`config.mk`:
```
export PLATFORM = sky130hd
export DESIGN_NAME = tern_full_adder
export DESIGN_NICKNAME = d
export VERILOG_FILES = /design/src/rtl/tfa_pkg.sv /design/src/rtl/tern_gate.sv /design/src/rtl/tern_hold.sv /design/src/rtl/tern_carry_net.sv /design/src/rtl/tern_sum_net.sv /design/src/rtl/tern_full_adder.sv
export SDC_FILE = /design/constraint.sdc
export NUM_CORES = 1
export LEC_CHECK = 0
export ABC_AREA = 1
export ABC_CLOCK_PERIOD_IN_PS = 3200
export BUFFER_PORTS_ARGS = -buffer_cell sky130_fd_sc_hd__buf_2
export CAP_MARGIN = 20
export CORE_ASPECT_RATIO = 1.75
export CORE_MARGIN = 2
export CORE_UTILIZATION = 30
export DETAILED_ROUTE_END_ITERATION = 7
export PLACE_DENSITY = 0.53
export RECOVER_POWER = 100
export SLEW_MARGIN = 15
export SYNTH_ARGS = -nofsm -noshare
export SYNTH_HDL_FRONTEND = slang
export SYNTH_HIERARCHICAL = 1
export SYNTH_SLANG_ARGS = --single-unit
export TNS_END_PERCENT = 100
```
`constraint.sdc`:
```
create_clock -name vclk -period 3.2
set_clock_uncertainty 0.05 [all_clocks]
set_input_delay 0.48 -clock vclk [all_inputs]
set_output_delay 0.48 -clock vclk [all_outputs]
set_load 0.01 [all_outputs]
```
`src/rtl/tfa_pkg.sv`:
```
package tfa_pkg;
  localparam int unsigned SYM_W = 2;
  localparam int unsigned N_OPND = 3;

  typedef enum logic [SYM_W-1:0] {
    SYM_MID = 2'b00,
    SYM_LO  = 2'b01,
    SYM_HI  = 2'b10,
    SYM_BAD = 2'b11
  } sym_t;

  typedef enum logic [2:0] {
    OP_NAND,
    OP_NOR,
    OP_AND,
    OP_OR,
    OP_INV,
    OP_XOR
  } gate_op_e;

  function automatic logic sym_valid(sym_t s);
    return (s == SYM_LO) || (s == SYM_HI);
  endfunction
endpackage

```
`src/rtl/tern_gate.sv`:
```
module tern_gate
  import tfa_pkg::*;
#(
  parameter int unsigned N_IN = 2,
  parameter gate_op_e    OP   = OP_NAND
) (
  input  sym_t in_i [N_IN],
  output sym_t out_o
);
  localparam int unsigned CNT_W = $clog2(N_IN + 1);
  localparam logic [CNT_W-1:0] N_ALL = CNT_W'(N_IN);

  logic [CNT_W-1:0] n_lo, n_hi;
  logic             any_mid, par;

  always_comb begin
    n_lo = '0;
    n_hi = '0;
    par  = 1'b0;
    for (int i = 0; i < N_IN; i++) begin
      if (in_i[i] == SYM_LO) n_lo = n_lo + CNT_W'(1);
      if (in_i[i] == SYM_HI) begin
        n_hi = n_hi + CNT_W'(1);
        par  = ~par;
      end
    end
    any_mid = (n_lo + n_hi) != N_ALL;
  end

  // early-decision Kleene evaluation
  always_comb begin
    out_o = SYM_MID;
    unique case (OP)
      OP_NAND: if (n_lo != '0) out_o = SYM_HI; else if (n_hi == N_ALL) out_o = SYM_LO;
      OP_AND:  if (n_lo != '0) out_o = SYM_LO; else if (n_hi == N_ALL) out_o = SYM_HI;
      OP_NOR:  if (n_hi != '0) out_o = SYM_LO; else if (n_lo == N_ALL) out_o = SYM_HI;
      OP_OR:   if (n_hi != '0) out_o = SYM_HI; else if (n_lo == N_ALL) out_o = SYM_LO;
      OP_INV:  if (!any_mid) out_o = (n_hi != '0) ? SYM_LO : SYM_HI;
      OP_XOR:  if (!any_mid) out_o = par ? SYM_HI : SYM_LO;
      default: out_o = SYM_MID;
    endcase
  end

  always_comb begin
    AST_GATE_LEGAL: assert (out_o != SYM_BAD);
    if ((OP == OP_XOR || OP == OP_INV) && any_mid)
      AST_GATE_STRICT_WAIT: assert (out_o == SYM_MID);
  end
endmodule

```
`src/rtl/tern_hold.sv`:
```
module tern_hold
  import tfa_pkg::*;
#(
  parameter int unsigned N_CTL = 3
) (
  input  sym_t ctl_i [N_CTL],
  input  sym_t d_i,
  output sym_t q_o
);
  logic all_ok;

  always_comb begin
    all_ok = 1'b1;
    for (int i = 0; i < N_CTL; i++)
      if (!sym_valid(ctl_i[i])) all_ok = 1'b0;
    q_o = all_ok ? d_i : SYM_MID;
  end

  always_comb begin
    if (!all_ok) AST_HOLD_SPACER: assert (q_o == SYM_MID);
  end
endmodule

```
`src/rtl/tern_carry_net.sv`:
```
module tern_carry_net
  import tfa_pkg::*;
(
  input  sym_t opnd_i [N_OPND],
  output sym_t co_o
);
  sym_t pair_n [N_OPND];

  for (genvar p = 0; p < N_OPND; p++) begin : g_pair
    sym_t pin [2];
    assign pin[0] = opnd_i[p];
    assign pin[1] = opnd_i[(p + 1) % N_OPND];
    tern_gate #(.N_IN(2), .OP(OP_NAND)) u_nand2 (
      .in_i (pin),
      .out_o(pair_n[p])
    );
  end

  tern_gate #(.N_IN(N_OPND), .OP(OP_NAND)) u_nand3 (
    .in_i (pair_n),
    .out_o(co_o)
  );
endmodule

```
`src/rtl/tern_sum_net.sv`:
```
module tern_sum_net
  import tfa_pkg::*;
(
  input  sym_t opnd_i [N_OPND],
  input  sym_t co_i,
  output sym_t sum_o
);
  sym_t any_hi, co_n, one_only, all_hi, raw;
  sym_t inv_in [1];
  sym_t and_in [2];
  sym_t or_in  [2];

  tern_gate #(.N_IN(N_OPND), .OP(OP_OR)) u_or3 (
    .in_i (opnd_i),
    .out_o(any_hi)
  );

  assign inv_in[0] = co_i;
  tern_gate #(.N_IN(1), .OP(OP_INV)) u_inv (
    .in_i (inv_in),
    .out_o(co_n)
  );

  assign and_in[0] = any_hi;
  assign and_in[1] = co_n;
  tern_gate #(.N_IN(2), .OP(OP_AND)) u_and2 (
    .in_i (and_in),
    .out_o(one_only)
  );

  tern_gate #(.N_IN(N_OPND), .OP(OP_AND)) u_and3 (
    .in_i (opnd_i),
    .out_o(all_hi)
  );

  assign or_in[0] = one_only;
  assign or_in[1] = all_hi;
  tern_gate #(.N_IN(2), .OP(OP_OR)) u_or2 (
    .in_i (or_in),
    .out_o(raw)
  );

  // parity is never decidable early: gate by input validity
  tern_hold #(.N_CTL(N_OPND)) u_hold (
    .ctl_i(opnd_i),
    .d_i  (raw),
    .q_o  (sum_o)
  );
endmodule

```
`src/rtl/tern_full_adder.sv`:
```
module tern_full_adder
  import tfa_pkg::*;
(
  input  logic [1:0] a_i,
  input  logic [1:0] b_i,
  input  logic [1:0] ci_i,
  output logic [1:0] sum_o,
  output logic [1:0] co_o
);
  logic [SYM_W-1:0] raw_in [N_OPND];
  sym_t opnd [N_OPND];
  sym_t co_s, sum_s;

  assign raw_in[0] = a_i;
  assign raw_in[1] = b_i;
  assign raw_in[2] = ci_i;

  // illegal code folds to spacer
  for (genvar i = 0; i < N_OPND; i++) begin : g_clean
    assign opnd[i] = (raw_in[i] == SYM_BAD) ? SYM_MID : sym_t'(raw_in[i]);
  end

  tern_carry_net u_carry (
    .opnd_i(opnd),
    .co_o  (co_s)
  );

  tern_sum_net u_sum (
    .opnd_i(opnd),
    .co_i  (co_s),
    .sum_o (sum_s)
  );

  assign co_o  = co_s;
  assign sum_o = sum_s;

  int unsigned n_v, n_h;

  always_comb begin
    n_v = 0;
    n_h = 0;
    for (int i = 0; i < N_OPND; i++) begin
      if (raw_in[i] == 2'b01) n_v++;
      if (raw_in[i] == 2'b10) begin
        n_v++;
        n_h++;
      end
    end
  end

  always_comb begin
    AST_SUM_LEGAL: assert (sum_o != 2'b11);
    AST_CO_LEGAL: assert (co_o != 2'b11);
    if (n_v < 3) AST_SUM_WAIT: assert (sum_o == 2'b00);
    if (n_v == 3) begin
      AST_CO_ADD: assert (co_o == ((n_h >= 2) ? 2'b10 : 2'b01));
      AST_SUM_ADD: assert (sum_o == ((n_h % 2 == 1) ? 2'b10 : 2'b01));
    end
    if (n_v == 2 && n_h == 2) AST_CO_EARLY_HI: assert (co_o == 2'b10);
    if (n_v == 2 && n_h == 0) AST_CO_EARLY_LO: assert (co_o == 2'b01);
    if (n_v < 2 || (n_v == 2 && n_h == 1)) AST_CO_UNDECIDED: assert (co_o == 2'b00);
  end
endmodule

```
==> summary.md, run 1 <==
| Metric | Value |
|---|---|
| Cells after Synth | 187 |
| Hold path cells | 8 |
| Mux contribution to synthesized area | 0% |
| Count of final setup violators | 0 |
| Startpoint Class | input port |
| Fmax | 0.3347 GHz |
| Critical Path AT | 2460 ps |
| Vias in the first global route | 826 |
| CP top delay family | simple AND/OR/NAND/NOR gates |
| WL met2 | 1033 µm |
| Largest net degree at the start of global routing | 11 |
| Gpl congestion | 0.7111 |
| Core Rows | 25 |
| DR vias | 930 |
| Sequential area share after synthesis | 0% |
| Final nets | 227 |
| Critical path buffers and inverters | 10 |
| Number of fill cells | 324 |
| RSZ-0062 raised after global routing | true |
| # IOs | 10 |
| Area leader, netlist | inv_1 |
| Wire length per cell | 7.244 µm |
| Post-Synth XOR/XNOR Area | 0% |
| # diodes | 0 |
| Placed instance area | 0.001001 mm² |
| Setup slack after placement | 70.13 ps |
| Core box area | 0.002690 mm² |
| First-pass GRT wire length | 3056 µm |
| Delay of the slowest critical-path stage | 280 ps |
| Synth area leaders | inv_1 32%, nand2_1 31%, ha_1 18% |
| Hold EP | sum_o[0] |
| DRT iter0 DRCs | 5 |
| Largest family of logic cells by synthesized area | simple AND/OR/NAND/NOR gates |
| Detail Placement HPWL | 1435 µm |
| DRC | 0 |
| Maxcap violations | 0 |
| Most frequent CP cell | nand2_1 |
| Die Y-Extent | 73.78 µm |
| Final-report hold violation count | 0 |
| Yosys cell types | 8 |
| Highest layer used for signal routing | met3 |
| WL final | 1695 µm |
| Setup ws final | 212.2 ps |
| Final Cycle Share | 93.37% |
| Hold WS | 1551 ps |
| Crit. End Element | output port |
| Initial Util | 31.02% |
| Crit Path Max Fanout | 3 |
| Type of the worst setup path | in2out |
| Required time worst endpoint | 2670 ps |
| Fin crit period | 2988 ps |
| Mean Syn Cell Area | 4.463 µm² |
| Max-slew violation count | 0 |
| Post-Syn Area | 834.6 µm² |
| Worst-margin pin slew | 269.7 ps |
| Port buffer count | 10 |
| Min-delay src | b_i[1] |
| GRT Resource Usage Total | 11.53% |
| Top cells by count, synth | 71 x inv_1, 68 x nand2_1, 25 x nor2_1 |
| Post-synthesis compound-gate area fraction | 0% |
| Fraction of the mapped netlist area in adder cells | 17.99% |
| Area of the multi-input gates | 688.2 µm² |
| Leakage | 0.7092 nW |
| Via density | 3.974 |
| Post-synthesis simple-gate area fraction | 50.07% |
| Metal-1 WL | 656 µm |
| Initial antenna violation count | 0 |
| Die area | 0.003237 mm² |
| Power Dens Cells | 120.5 mW/mm² |
| CP max stage cell | ha_4 |
| Ys Warns | 6 |
| Area grow syn2layout | 39.88% |
| Critical path cell sequence | buf_6 -> inv_2 -> nor2_4 -> buf_4 -> nand2_1 -> nor2_2 -> nand2_2 -> ha_4 -> inv_2 -> nand2_1 -> nand2_1 -> nand2_2 -> buf_6 -> inv_4 -> nor2_4 -> inv_1 -> nand2_1 -> nor2_2 -> inv_1 -> nand2_1 -> nor2_1 -> inv_1 -> nor2_1 -> buf_2 |
| Ratio of cells with drive above 1 in the final layout | 29.95% |
| Area taken by flip-flops and latches | 0 µm² |
| Routed wl met3 | 6 µm |
| Class of the worst hold path | in2out |
| CLK BUF | 0 |
| DRT Pass-1 Iters | 2 |
| Die Wd | 43.87 µm |
| Yosys top cell area share | 31.93% |
| Total grt overflow | 0 |
| ANT nets after route | 0 |
| Outcome | finished clean |
| Peak VDD IR | 45.80 µV |
| Final Instance Area | 0.001167 mm² |
| Slew headroom | 81.95% |
| Top-count cell post-synth | inv_1 |
| Mapped Nets | 205 |
| Num sequential | 0 |
==> what timing repair did <==
action | in CTS | in global routing
setup buffers | 0 | 0
gates resized for setup | 0 | 60
endpoints found under the setup margin | 0 | 2
hold buffers | 0 | 0
==> stage by stage <==
| stage | cells | utilization [%] | setup TNS [ps] | power [mW] |
|---|---|---|---|---|
| after floorplan | 187 | - | 0 | 0.07988 |
| after global placement | 235 | 37.21 | 0 | 0.1121 |
| after detailed placement | 235 | 37.21 | 0 | 0.1126 |
| after CTS | 235 | 37.21 | 0 | 0.1130 |
| after global routing | 234 | 43.40 | -42.16 | 0.1651 |
| final | 234 | 43.40 | 0 | 0.1407 |
==> layout by cell type, fill, tap and decap left out <==
| cell | netlist | routed |
|---|---|---|
| ha_1 | 12 | 9 |
| inv_1 | 71 | 58 |
| inv_2 | 0 | 9 |
| nand3_2 | 1 | 2 |
| ha_4 | 0 | 2 |
| buf_2 | 0 | 6 |
| nand2_2 | 3 | 8 |
| buf_6 | 0 | 3 |
| inv_4 | 0 | 4 |
| buf_8 | 0 | 3 |
| buf_4 | 0 | 8 |
| nand2_1 | 68 | 63 |
| nand3_1 | 3 | 2 |
| nor2_2 | 4 | 7 |
| nor2_1 | 25 | 13 |
| ha_2 | 0 | 1 |
| nor2_4 | 0 | 9 |
==> logic make-up after synthesis <==
| logic type | Yosys count |
|---|---|
| and+or+nand+nor | 104 |
| buffers and inverters | 71 |
| adders and majority gates | 12 |
==> power by group <==
group          switching [mW]  total, mW  internal (mW)  leakage (nW)
Clock                       0          0              0             0
Sequential                  0          0              0             0
Combinational          0.0807      0.141         0.0599         0.709
==> final cells by class <==
cell class | instances | share of cell area, %
inverter | 71 | 23.69
multi-input combinational | 116 | 58.95
tap | 27 | 2.894
timing repair buffer | 20 | 14.47
==> routing by layer <==
layer  global-route usage, %  up-vias
met2                   25.16        2
li1                        -      544
met4                       0        0
met3                       0        0
met1                   12.12      384
met5                       0        -
==> worst max path at each step <==
stage                        from  endpoint  cells after the start
after floorplan            b_i[1]  sum_o[1]                     21
after global placement     a_i[0]  sum_o[0]                     23
after detailed placement   a_i[1]  sum_o[0]                     24
after CTS                  a_i[1]  sum_o[0]                     24
after global routing      ci_i[1]  sum_o[1]                     25
final                      b_i[1]  sum_o[0]                     24
No activity file was read; power rests on OpenSTA's default activity.
==> run 2, diff against run 1 <==
PLACE_DENSITY = default   (was 0.53)
==> summary.md, run 2 (synthesis results as in run 1) <==
| Metric | Value |
|---|---|
| Outcome | finished clean |
| Type of the worst setup path | in2out |
| Area of the multi-input gates | 713.2 µm² |
| First-pass GRT wire length | 3015 µm |
| DRT Pass-1 Iters | 2 |
| Core box area | 0.002690 mm² |
| Core Rows | 25 |
| Flop pwr share | 0% |
| GRT Resource Usage Total | 11.24% |
| Largest net degree at the start of global routing | 11 |
| Crit. End Element | output port |
| Initial Util | 31.02% |
| Via density | 3.979 |
| Clock power frac | 0% |
| Leakage | 0.7190 nW |
| Pint | 59.72 µW |
| CTS Hold Buffers Added | 0 |
| Crit Path Max Fanout | 5 |
| Peak VDD IR | 40.68 µV |
| Max-slew violation count | 0 |
| Sw Pwr | 84.27 µW |
| Port buffer count | 10 |
| Gpl congestion | 0.7550 |
| Final Cycle Share | 94.09% |
| Power Dens Cells | 121.0 mW/mm² |
| Sw frac | 58.52% |
| Hold WS | 1541 ps |
| DRT iter0 DRCs | 1 |
| Final nets | 228 |
| Worst Setup EP | sum_o[1] |
| Num sequential | 0 |
| Commonest non-fill, non-tap cells in the layout | 58 x nand2_1, 56 x inv_1, 14 x nor2_1 |
| Critical Path Start | ci_i[1] |
| Maxcap violations | 0 |
| # diodes | 0 |
| Layout Utilization | 44.23% |
| # IOs | 10 |
| Count of final setup violators | 0 |
| Area taken by flip-flops and latches | 0 µm² |
| Startpoint Class | input port |
| Area grow syn2layout | 42.58% |
| Required time worst endpoint | 2670 ps |
| Initial antenna violation count | 0 |
| DRC | 0 |
| Number of fill cells | 310 |
| Die area | 0.003237 mm² |
| Vias in the first global route | 802 |
| CLK BUF | 0 |
| Final-report hold violation count | 0 |
| Commonest non-fill, non-tap cell in the layout | nand2_1 |
| Wire length per cell | 7.519 µm |
| Worst-margin pin slew | 277.0 ps |
| Gate power share | 100.0% |
| WL final | 1767 µm |
| DR vias | 935 |
| Fmax | 0.3321 GHz |
| Class of the worst hold path | in2out |
| Slew headroom | 81.46% |
| Total grt overflow | 0 |
| Detail Placement HPWL | 1371 µm |
| Die Wd | 43.87 µm |
| Critical Path AT | 2480 ps |
| Die Y-Extent | 73.78 µm |
| Ratio of cells with drive above 1 in the final layout | 33.17% |
| Fin crit period | 3011 ps |
| ANT nets after route | 0 |
run 2: routing by layer:
| layer | up-vias | global-route usage, % | share of wire, % |
|---|---|---|---|
| met2 | 5 | 24.84 | 60 |
| met1 | 386 | 11.53 | 38 |
| li1 | 542 | - | - |
| met4 | 0 | 0 | 1.1 |
| met3 | 2 | 0 | 0.68 |
| met5 | - | 0 | 0 |
run 2: what timing repair did:
| action | 4_1_cts | 5_1_grt |
|---|---|---|
| setup buffers | 0 | 4 |
| endpoints found under the setup margin | 0 | 2 |
| gates resized for setup | 0 | 65 |
run 2: how the worst min path moves through the flow:
stage,startpoint,end,slack [ps],depth (start not counted)
3_5_place_dp,a_i[0],sum_o[1],1570,8
5_1_grt,a_i[1],sum_o[1],1590,8
6_report,a_i[1],sum_o[1],1540,8
4_1_cts,a_i[0],sum_o[1],1580,8
3_3_place_gp,a_i[0],sum_o[1],1570,8
2_1_floorplan,a_i[0],sum_o[0],1250,5
run 2: area by class of cell:
cell class / count / area share, %
inverters: 71 / 23.03
repair buffers: 21 / 14.20
well taps: 27 / 2.839
multi-input cells: 116 / 59.94
run 2: worst max-delay path, stage by stage:
cell and delay (ps):
buf_2 90, inv_1 30, nor2_1 100, buf_4 150, nand2_1 90, nor2_4 160, nand2_4 80, ha_4 240
inv_2 50, nand2_2 50, nand2_2 80, nand2_4 60, nor2_4 130, inv_2 60, nor2_4 120, nand2_2 70
nor2_4 100, nand2_1 60, nand2_1 50, inv_1 30, nor2_1 80, buf_2 130
run 2: power groups by stage:
stage                     sequential, mW  clock, mW  combinational, mW
after global placement                 0          0              0.106
after detailed placement               0          0              0.107
after CTS                              0          0              0.108
after global routing                   0          0              0.166
final                                  0          0              0.144
after floorplan                        0          0             0.0799
run 2: per-stage QoR:
stage               setup TNS, ps  power [mW]  area (µm²)  worst slack, ps  instances
floorplan                       0     0.07988       834.6            66.91        187
global placement                0      0.1063       970.9            14.11        231
detailed placement              0      0.1071       970.9            21.43        231
CTS                             0      0.1077       970.9            14.92        231
global route               -30.96      0.1662        1190           -15.71        235
finish                          0      0.1440        1190            189.0        235
